$ cat src/rtl/align_fault_pkg.sv
// Shared types and constants for the alignment fault checker.
// Assumes a 32-bit syndrome layout: class[31:26], length bit 25, status[5:0].
package align_fault_pkg;

    typedef enum logic {
        MEM_DEVICE = 1'b0,
        MEM_NORMAL = 1'b1
    } mem_kind_e;

    localparam logic [5:0] EC_DATA_CUR  = 6'b100101;
    localparam logic [5:0] EC_FETCH_CUR = 6'b100001;
    localparam logic [5:0] FSC_ALIGN    = 6'h21;

    // Assemble a syndrome word for an alignment fault of the given kind.
    function automatic logic [31:0] make_syndrome(input logic is_fetch);
        logic [5:0] ec;
        ec = is_fetch ? EC_FETCH_CUR : EC_DATA_CUR;
        return {ec, 1'b1, 19'd0, FSC_ALIGN};
    endfunction

endpackage

$ cat src/rtl/align_attr_sel.sv
// Works out the memory kind of a request.
// Assumes attribute slot s sits at attr_table[8s+7:8s]; an upper nibble of
// zero means Device. Fetches are always Normal; data with translation off is Device.
module align_attr_sel
    import align_fault_pkg::*;
#(
    parameter int IDX_W = 3
) (
    input  logic                 mmu_en,
    input  logic                 is_fetch,
    input  logic [IDX_W-1:0]     attr_idx,
    input  logic [(8<<IDX_W)-1:0] attr_table,
    output mem_kind_e            mem_kind
);
    localparam int SLOTS = 1 << IDX_W;

    logic [7:0] slot_byte [SLOTS];
    logic [7:0] chosen;

    for (genvar s = 0; s < SLOTS; s++) begin : g_slot
        assign slot_byte[s] = attr_table[s*8 +: 8];
    end

    assign chosen = slot_byte[attr_idx];

    // Pick the memory kind from request type, translation state and attribute.
    always_comb begin
        if (is_fetch)
            mem_kind = MEM_NORMAL;
        else if (!mmu_en)
            mem_kind = MEM_DEVICE;
        else if (chosen[7:4] == 4'b0000)
            mem_kind = MEM_DEVICE;
        else
            mem_kind = MEM_NORMAL;
    end
endmodule

$ cat src/rtl/align_misalign_chk.sv
// Flags an address whose low log2(size) bits are not all zero.
// Assumes ADDR_W >= 3. Fetches use the 4-byte rule whatever the size code.
module align_misalign_chk #(
    parameter int ADDR_W = 64
) (
    input  logic [ADDR_W-1:0] addr,
    input  logic [1:0]        size,
    input  logic              is_fetch,
    output logic              misaligned
);
    localparam int NSIZES = 4;
    localparam logic [1:0] FETCH_SIZE = 2'd2;

    logic [NSIZES-1:0] low_nz;

    for (genvar g = 0; g < NSIZES; g++) begin : g_size
        if (g == 0) begin : g_byte
            assign low_nz[g] = 1'b0;
        end else begin : g_wide
            assign low_nz[g] = |addr[g-1:0];
        end
    end

    // Select the alignment test for the effective size.
    always_comb begin
        misaligned = is_fetch ? low_nz[FETCH_SIZE] : low_nz[size];
    end
endmodule

$ cat src/rtl/align_exc_regs.sv
// Registers the exception pulse, syndrome, faulting address and vector.
// Assumes a fault indication valid in the request cycle; values hold between faults.
module align_exc_regs
    import align_fault_pkg::*;
#(
    parameter int           ADDR_W  = 64,
    parameter int unsigned  VEC_OFF = 32'h200
) (
    input  logic              clk,
    input  logic              rst_n,
    input  logic              fault,
    input  logic              is_fetch,
    input  logic [ADDR_W-1:0] addr,
    input  logic [ADDR_W-1:0] vec_base,
    output logic              exc_pulse,
    output logic [31:0]       exc_syndrome,
    output logic [ADDR_W-1:0] exc_fault_addr,
    output logic [ADDR_W-1:0] exc_vector
);
    localparam logic [ADDR_W-1:0] OFFSET = ADDR_W'(VEC_OFF);

    // Capture the exception record on a fault, clear on reset.
    always_ff @(posedge clk) begin
        if (!rst_n) begin
            exc_pulse      <= 1'b0;
            exc_syndrome   <= '0;
            exc_fault_addr <= '0;
            exc_vector     <= '0;
        end else begin
            exc_pulse <= fault;
            if (fault) begin
                exc_syndrome   <= make_syndrome(is_fetch);
                exc_fault_addr <= addr;
                exc_vector     <= vec_base + OFFSET;
            end
        end
    end
endmodule

$ cat src/rtl/align_fault_unit.sv
// Top of the alignment fault checker: decides the memory kind, tests alignment,
// applies the fault rule and registers the exception record.
// Assumes one request per cycle qualified by req_valid.
module align_fault_unit
    import align_fault_pkg::*;
#(
    parameter int ADDR_W = 64,
    parameter int IDX_W  = 3
) (
    input  logic                  clk,
    input  logic                  rst_n,
    input  logic                  req_valid,
    input  logic [ADDR_W-1:0]     req_addr,
    input  logic [1:0]            req_size,
    input  logic                  req_is_fetch,
    input  logic                  mmu_en,
    input  logic                  align_chk_en,
    input  logic [IDX_W-1:0]      attr_idx,
    input  logic [(8<<IDX_W)-1:0] attr_table,
    input  logic [ADDR_W-1:0]     vec_base,
    output logic                  exc_pulse,
    output logic [31:0]           exc_syndrome,
    output logic [ADDR_W-1:0]     exc_fault_addr,
    output logic [ADDR_W-1:0]     exc_vector
);
    mem_kind_e kind;
    logic      misaligned;
    logic      fault;

    align_attr_sel #(.IDX_W(IDX_W)) attr_i (
        .mmu_en     (mmu_en),
        .is_fetch   (req_is_fetch),
        .attr_idx   (attr_idx),
        .attr_table (attr_table),
        .mem_kind   (kind)
    );

    align_misalign_chk #(.ADDR_W(ADDR_W)) mis_i (
        .addr       (req_addr),
        .size       (req_size),
        .is_fetch   (req_is_fetch),
        .misaligned (misaligned)
    );

    // Device always faults when unaligned; Normal only with the check bit set.
    always_comb begin
        fault = req_valid && misaligned && ((kind == MEM_DEVICE) || align_chk_en);
    end

    align_exc_regs #(.ADDR_W(ADDR_W)) regs_i (
        .clk            (clk),
        .rst_n          (rst_n),
        .fault          (fault),
        .is_fetch       (req_is_fetch),
        .addr           (req_addr),
        .vec_base       (vec_base),
        .exc_pulse      (exc_pulse),
        .exc_syndrome   (exc_syndrome),
        .exc_fault_addr (exc_fault_addr),
        .exc_vector     (exc_vector)
    );
endmodule

$ cat config.mk
export PLATFORM = sky130hd
export DESIGN_NAME = align_fault_unit
export DESIGN_NICKNAME = d
export VERILOG_FILES = /design/src/rtl/align_fault_pkg.sv /design/src/rtl/align_attr_sel.sv /design/src/rtl/align_misalign_chk.sv /design/src/rtl/align_exc_regs.sv /design/src/rtl/align_fault_unit.sv
export SDC_FILE = /design/constraint.sdc
export NUM_CORES = 1
export LEC_CHECK = 0
export ABC_AREA = 1
export BUFFER_PORTS_ARGS = -buffer_cell sky130_fd_sc_hd__buf_2
export CORE_AREA = 5 5 137 139
export DETAILED_ROUTE_END_ITERATION = 8
export DIE_AREA = 0 0 142 144
export GPL_ROUTABILITY_DRIVEN = 0
export PLACE_DENSITY_LB_ADDON = 0.05
export SLEW_MARGIN = 10
export SYNTH_ARGS = -nofsm -noshare
export SYNTH_HDL_FRONTEND = slang
export SYNTH_HIERARCHICAL = 1
export SYNTH_SLANG_ARGS = --single-unit
export TNS_END_PERCENT = 5
$ cat constraint.sdc
create_clock -name clk -period 2.2 [get_ports clk]
set_input_delay 0.11 -clock clk [delete_from_list [all_inputs] [get_ports clk]]
set_output_delay 0.11 -clock clk [all_outputs]
set_load 0.02 [all_outputs]
# Word level (Yosys, flattened, before mapping)
# Cells that the tools add are included.
[classes]
n_lt_le_gt_ge = 2
addsub = 1
n_mux = 10
n_reduce_logical = 6
bitwise_logic = 2
[ops]
columns = ["operator", "n"]
rows = [
  ["adder 64 x 10 -> 64 bit (second input constant)", 1],
  ["binary-select mux 8 bit (select 3 bit)", 1],
  ["two-way mux 8 bit", 2],
  ["two-way mux 1 bit", 5],
  ["greater-or-equal comparator 4 bit (second input constant)", 1],
  ["logical NOT 4 bit", 1],
  ["inverter 3 -> 4 bit", 1],
  ["less-than comparator 2 x 3 -> 1 bit (second input constant)", 1],
  ["two-way mux 3 bit", 1],
  ["OR reduction 3 bit", 1],
  ["binary-select mux 1 bit (select 2 bit)", 1],
  ["logical AND 1 bit", 2],
  ["OR reduction 2 bit", 1],
  ["logical OR 1 bit", 1],
  ["inverter 1 bit", 1],
]
[totals]
ff_bits = 138
out_inout_bits = 161
in_bits = 203
wordCells = 25

# Logic depth before layout (Yosys ltp)
[depth]
depth_word = 11
ltp_mapped = 16
depth_no_buf = 13

# Cells and area by module
# The synthesis kept the hierarchy.
[by_module_without_submodules]
columns = ["mod", "cells_per_inst", "area_per_inst_um2", "seq_area_each_um2", "instances"]
rows = [
  ["align_exc_regs", 1008, 6601.3, 2622.5, 1],
  ["align_attr_sel", 47, 188.9, 0.0, 1],
  ["align_misalign_chk", 9, 35.0, 0.0, 1],
  ["align_fault_unit", 3, 16.3, 0.0, 1],
]

# Worst setup path before layout
# Ideal clock, no wire load.
[synth_timing]
path_kind = "input port to flip-flop"
from = "in attr_table[54]"
to = "reg regs_i.exc_fault_addr[41]"
path_buffers = 4
arrival_time_ns = 1.513
required_ns = 2.084
setup_ns = 0.116
cell_stages = 16
path_slack_ns = 0.571
path_cell_list = "nor2_1 -> nand2_1 -> nand2_1 -> nand2_1 -> nand2_1 -> nand3_1 -> nand3_1 -> nand2_1 -> a21oi_2 -> buf_2 -> buf_2 -> inv_2 -> buf_2 -> buf_2 -> nor2_1 -> nor2_1"
[synth_via]
elab_chain_len = 10
[synth_rtl]
columns = ["element", "line_no", "rtl"]
rows = [
  ["from (decl)", "align_fault_unit.sv:19", "input logic [(8<<IDX_W)-1:0] attr_table,"],
  ["binary-select mux 8 bit (select 3 bit)", "align_attr_sel.sv:24", "assign chosen = slot_byte[attr_idx];"],
  ["two-way mux 8 bit (implied by the code) (2 in a row)", "align_attr_sel.sv:24", ""],
  ["logical NOT 4 bit", "align_attr_sel.sv:32", "else if (chosen[7:4] == 4'b0000)"],
  ["two-way mux 1 bit", "align_attr_sel.sv:32", ""],
  ["two-way mux 1 bit", "align_attr_sel.sv:30", "else if (!mmu_en)"],
  ["two-way mux 1 bit", "align_attr_sel.sv:28", "if (is_fetch)"],
  ["via kind", "align_fault_unit.sv:26", "mem_kind_e kind;"],
  ["inverter 1 bit", "align_fault_unit.sv:47", "fault = req_valid && misaligned && ((kind == MEM_DEVICE) || align_chk_en);"],
  ["logical OR 1 bit", "align_fault_unit.sv:47", ""],
  ["logical AND 1 bit", "align_fault_unit.sv:47", ""],
  ["via fault", "align_fault_unit.sv:28", "logic fault;"],
  ["to (signal assigned)", "align_exc_regs.sv:33", "exc_fault_addr <= addr;"],
  ["to (decl)", "align_exc_regs.sv:17", "output logic [ADDR_W-1:0] exc_fault_addr,"],
]
# The timed path passes the listed nets, and every way through them passes these cells. The select of a mux whose other input is x is not followed.
# A chain may end at the register's enable or synchronous reset.

# Worst setup path in the final report
[layout_timing]
from = "in req_is_fetch"
to = "reg regs_i.exc_vector[25]"
[layout_via]
elab_cells_between_ends = 6
classes_between = "2 x mux; 1 x bitwise; 3 x reduce/logical"
[layout_rtl]
columns = ["element", "line_no", "rtl"]
rows = [
  ["from (decl)", "align_fault_unit.sv:15", "input logic req_is_fetch,"],
  ["two-way mux 1 bit", "align_misalign_chk.sv:26", "misaligned = is_fetch ? low_nz[FETCH_SIZE] : low_nz[size];"],
  ["via misaligned", "align_fault_unit.sv:27", "logic misaligned;"],
  ["logical AND 1 bit (2 in a row)", "align_fault_unit.sv:47", ""],
  ["via fault", "align_fault_unit.sv:28", ""],
  ["to (signal assigned)", "align_exc_regs.sv:34", "exc_vector <= vec_base + OFFSET;"],
  ["to (decl)", "align_exc_regs.sv:18", "output logic [ADDR_W-1:0] exc_vector"],
]
# The timed path passes the listed nets, and every way through them passes these cells.

==> flow_metrics.tcl <==
set metrics [dict create \
    insertion_delay_ns 0.41 \
    track_usage_pct 23.2 \
    routed_via_density 4.51 \
    drtIter0Drc 345 \
    maxCapViolations 0 \
    drc 0 \
    antenna_found_initial 2 \
    final_cell_area_um2 9810 \
    cts.sinks 131 \
    relSlewSlack_pct 49.0 \
    drtAntennaViolNets 0 \
    synth_top_cell_by_area "dfxtp_1" \
    finalNetCount 1634 \
    multi_input_area_um2 3570 \
    holdBufCountCts 75 \
    crit_path_end_kind "flip-flop" \
    crit_type "in -> reg" \
    dieArea_um2 20400 \
    cts_resized 0 \
    die_y_um 144 \
    arrival_ns 2.12 \
    root_buffer "clkbuf_16" \
    instances_no_fill 1674 \
    ys_seq_area_share_pct 38.3 \
    worstPathRequired_ns 2.56 \
    tightest_slew_ns 0.765 \
    whs_ns 0.0191 \
    drive_gt1_share_pct 26.5 \
    port_buffers 305 \
    clkTransAtPathRegs_ns 0.06 \
    post-place-cells 1565 \
    rsz0062_at_grt "no" \
    synth_top_area_share_pct 38.3 \
    drt-pass1-iter-count 5 \
    slew_viol_final 0 \
    combPwrFrac_pct 20.8 \
    hold_viol 0 \
    seqPwrFrac_pct 39.1 \
    syn-cell-area_um2 6840 \
    crit_fanout 23 \
    vdd_drop_max_mv 0.519 \
    startpoint_type "primary input" \
    fmax_mhz 568 \
    p_per_area_nw_per_um2 693 \
    finalCritPeriodShare_pct 80.1 \
    p_switching_w 0.00205 \
    utilization_pct 56.0 \
    num_vias 7556 \
    wl_per_cell_um 14.4 \
    synthDistinctLibCells 33 \
    ys_warn_count 6 \
    grt_first_pass_wirelength_um 37900 \
    grt_overflow 0 \
    start_util_pct 39.0 \
    rows 49 \
    cts_tree "built" \
    routed_wl_um 24100 \
    dieWidth_um 142 \
    post_cts_buffers 0 \
    core_area_um2 17500 \
    netlist_top_cells_area "dfxtp_1 (38%), nor2_1 (18%), nand2_1 (11%)" \
    cts_buffer_depth 2 \
    fillCellCount 1828 \
    synthCells 1067 \
    cts_buffers 17 \
    grt_max_degree 90 \
    p_clk_share_pct 40.1 \
    setup_viol 0 \
    skew_ns 0 \
    grt_pass1_vias 7489 \
    tns_ns 0 \
    place_area_um2 8480 \
    netSwitchingFraction_pct 30.2 \
    hp-class "in -> reg" \
    dpl.hpwl_um 18200 \
    final.min_clock_period_ns 1.76 \
    io_pins 364 \
    synth.avg_cell_area_um2 6.41 \
    seq_area_um2 2620 \
    syn_to_final_growth_pct 43.4 \
    synth_seq_cells 131 \
    p_leak_nw 5.21 \
    p_int_w 0.00475 \
    h-tree-depth 4 \
    status "finished, final reports clean" \
]
[logic make-up (layout without fill, tap and decap cells)]
group,count (synthesis),count (layout),synth area share (%)
AO/OA/AOI/OAI,119,119,8.91
other,1,28,0.0548
XOR/XNOR,27,27,3.46
AND/OR/NAND/NOR,621,621,38.1
flip-flops,131,131,38.3
buffers and inverters,167,518,11.0
adder cells (fa/ha/maj),1,1,0.183
[Yosys cell counts (all sizes together)]
cell    instances
nand3b          8
nand3          45
xor2           16
nand4           9
ha              1
o21ai         106
nor3            2
or2             1
a21oi           9
inv            94
xnor2          11
o211ai          1
clkinv          1
o21bai          3
nor2          343
dfxtp         131
buf            43
clkbuf         29
nand2         213
conb            1
[sequential cells by signal, indices dropped and copies added (netlist names)]
name                   flops
regs_i/exc_fault_addr     64
regs_i/exc_pulse           1
regs_i/exc_vector         64
regs_i/exc_syndrome        2
[per-stage QoR]
step	total power (W)	worst slack (ns)
floorplan	0.00351	0.571
global placement	0.00401	0.276
detailed placement	0.00402	0.272
CTS	0.00687	0.409
global route	0.00718	0.205
finish	0.00680	0.439
[power by group through the flow]
stage / Combinational [W] / Sequential (W) / Clock (W)
after CTS: 0.00142 / 0.00266 / 0.00279
after global routing: 0.00156 / 0.00268 / 0.00293
after floorplan: 0.000567 / 0.00295 / 0
final: 0.00141 / 0.00266 / 0.00273
after detailed placement: 0.00131 / 0.00271 / 0
after global placement: 0.00131 / 0.00270 / 0
[worst max-delay path, cell delays in order]
cell	delay, ns
dlygate4sd3_1	0.54
buf_2	0.14
inv_1	0.05
nand3_1	0.06
nand2_1	0.05
nand2_1	0.04
inv_1	0.04
nand2_1	0.07
a21oi_4	0.23
buf_12	0.20
buf_4	0.25
nor2_1	0.07
nor2_1	0.08
o21ai_0	0.10
inv_1	0.07
[layout make-up]
| cell class | instances | area share (%) |
|---|---|---|
| Antenna cell | 2 | 0.0510 |
| Multi-Input combinational cell | 794 | 36.4 |
| Inverter | 95 | 3.63 |
| Timing Repair Buffer | 391 | 24.4 |
| Sequential cell | 131 | 26.7 |
| Tap cell | 229 | 2.92 |
| Clock buffer | 20 | 4.76 |
| Clock inverter | 12 | 1.08 |
[path summary, 6_finish.rpt]
path	from	to	slack (ns)	depth (start not counted)
setup reg to reg	regs_i/exc_vector[56]	regs_i/exc_vector[56]	1.50	3
hold reg to reg	regs_i/exc_vector[36]	regs_i/exc_vector[36]	0.48	2
hold / removal	vec_base[32]	regs_i/exc_vector[32]	0.02	5
setup / recovery	req_is_fetch	regs_i/exc_vector[25]	0.44	15
[cells in the final DEF, fill, tap and decap left out, types with 4 or more instances in the layout]
| cell type | Yosys | final |
|---|---|---|
| o21ai_1 | 7 | 7 |
| buf_4 | 30 | 8 |
| nand3_1 | 43 | 43 |
| clkinv_2 | 0 | 4 |
| nor2_4 | 9 | 9 |
| clkbuf_16 | 0 | 17 |
| nand4_1 | 9 | 9 |
| nand3b_1 | 6 | 6 |
| nor2_2 | 7 | 7 |
| nor2_1 | 326 | 326 |
| xor2_1 | 16 | 16 |
| a21oi_1 | 8 | 8 |
| nand2_2 | 6 | 6 |
| conb_1 | 1 | 26 |
| clkinvlp_4 | 0 | 4 |
| nand2_1 | 204 | 204 |
| xnor2_1 | 11 | 11 |
| buf_2 | 9 | 305 |
| inv_1 | 91 | 91 |
| dlygate4sd3_1 | 0 | 75 |
| o21ai_0 | 99 | 99 |
| dfxtp_1 | 131 | 131 |
[metal layers]
metal / GRT usage, % / vias up / wire [um] / part of all wire [%]
met2: 40.0 / 238 / 11700 / 48
met4: 9.80 / 0 / 844 / 3.5
li1: - / 3962 / - / -
met3: 7.71 / 48 / 1910 / 7.9
met5: 0 / - / 0 / 0
met1: 26.4 / 3308 / 9680 / 40
Power figures use the tool's default switching activity.
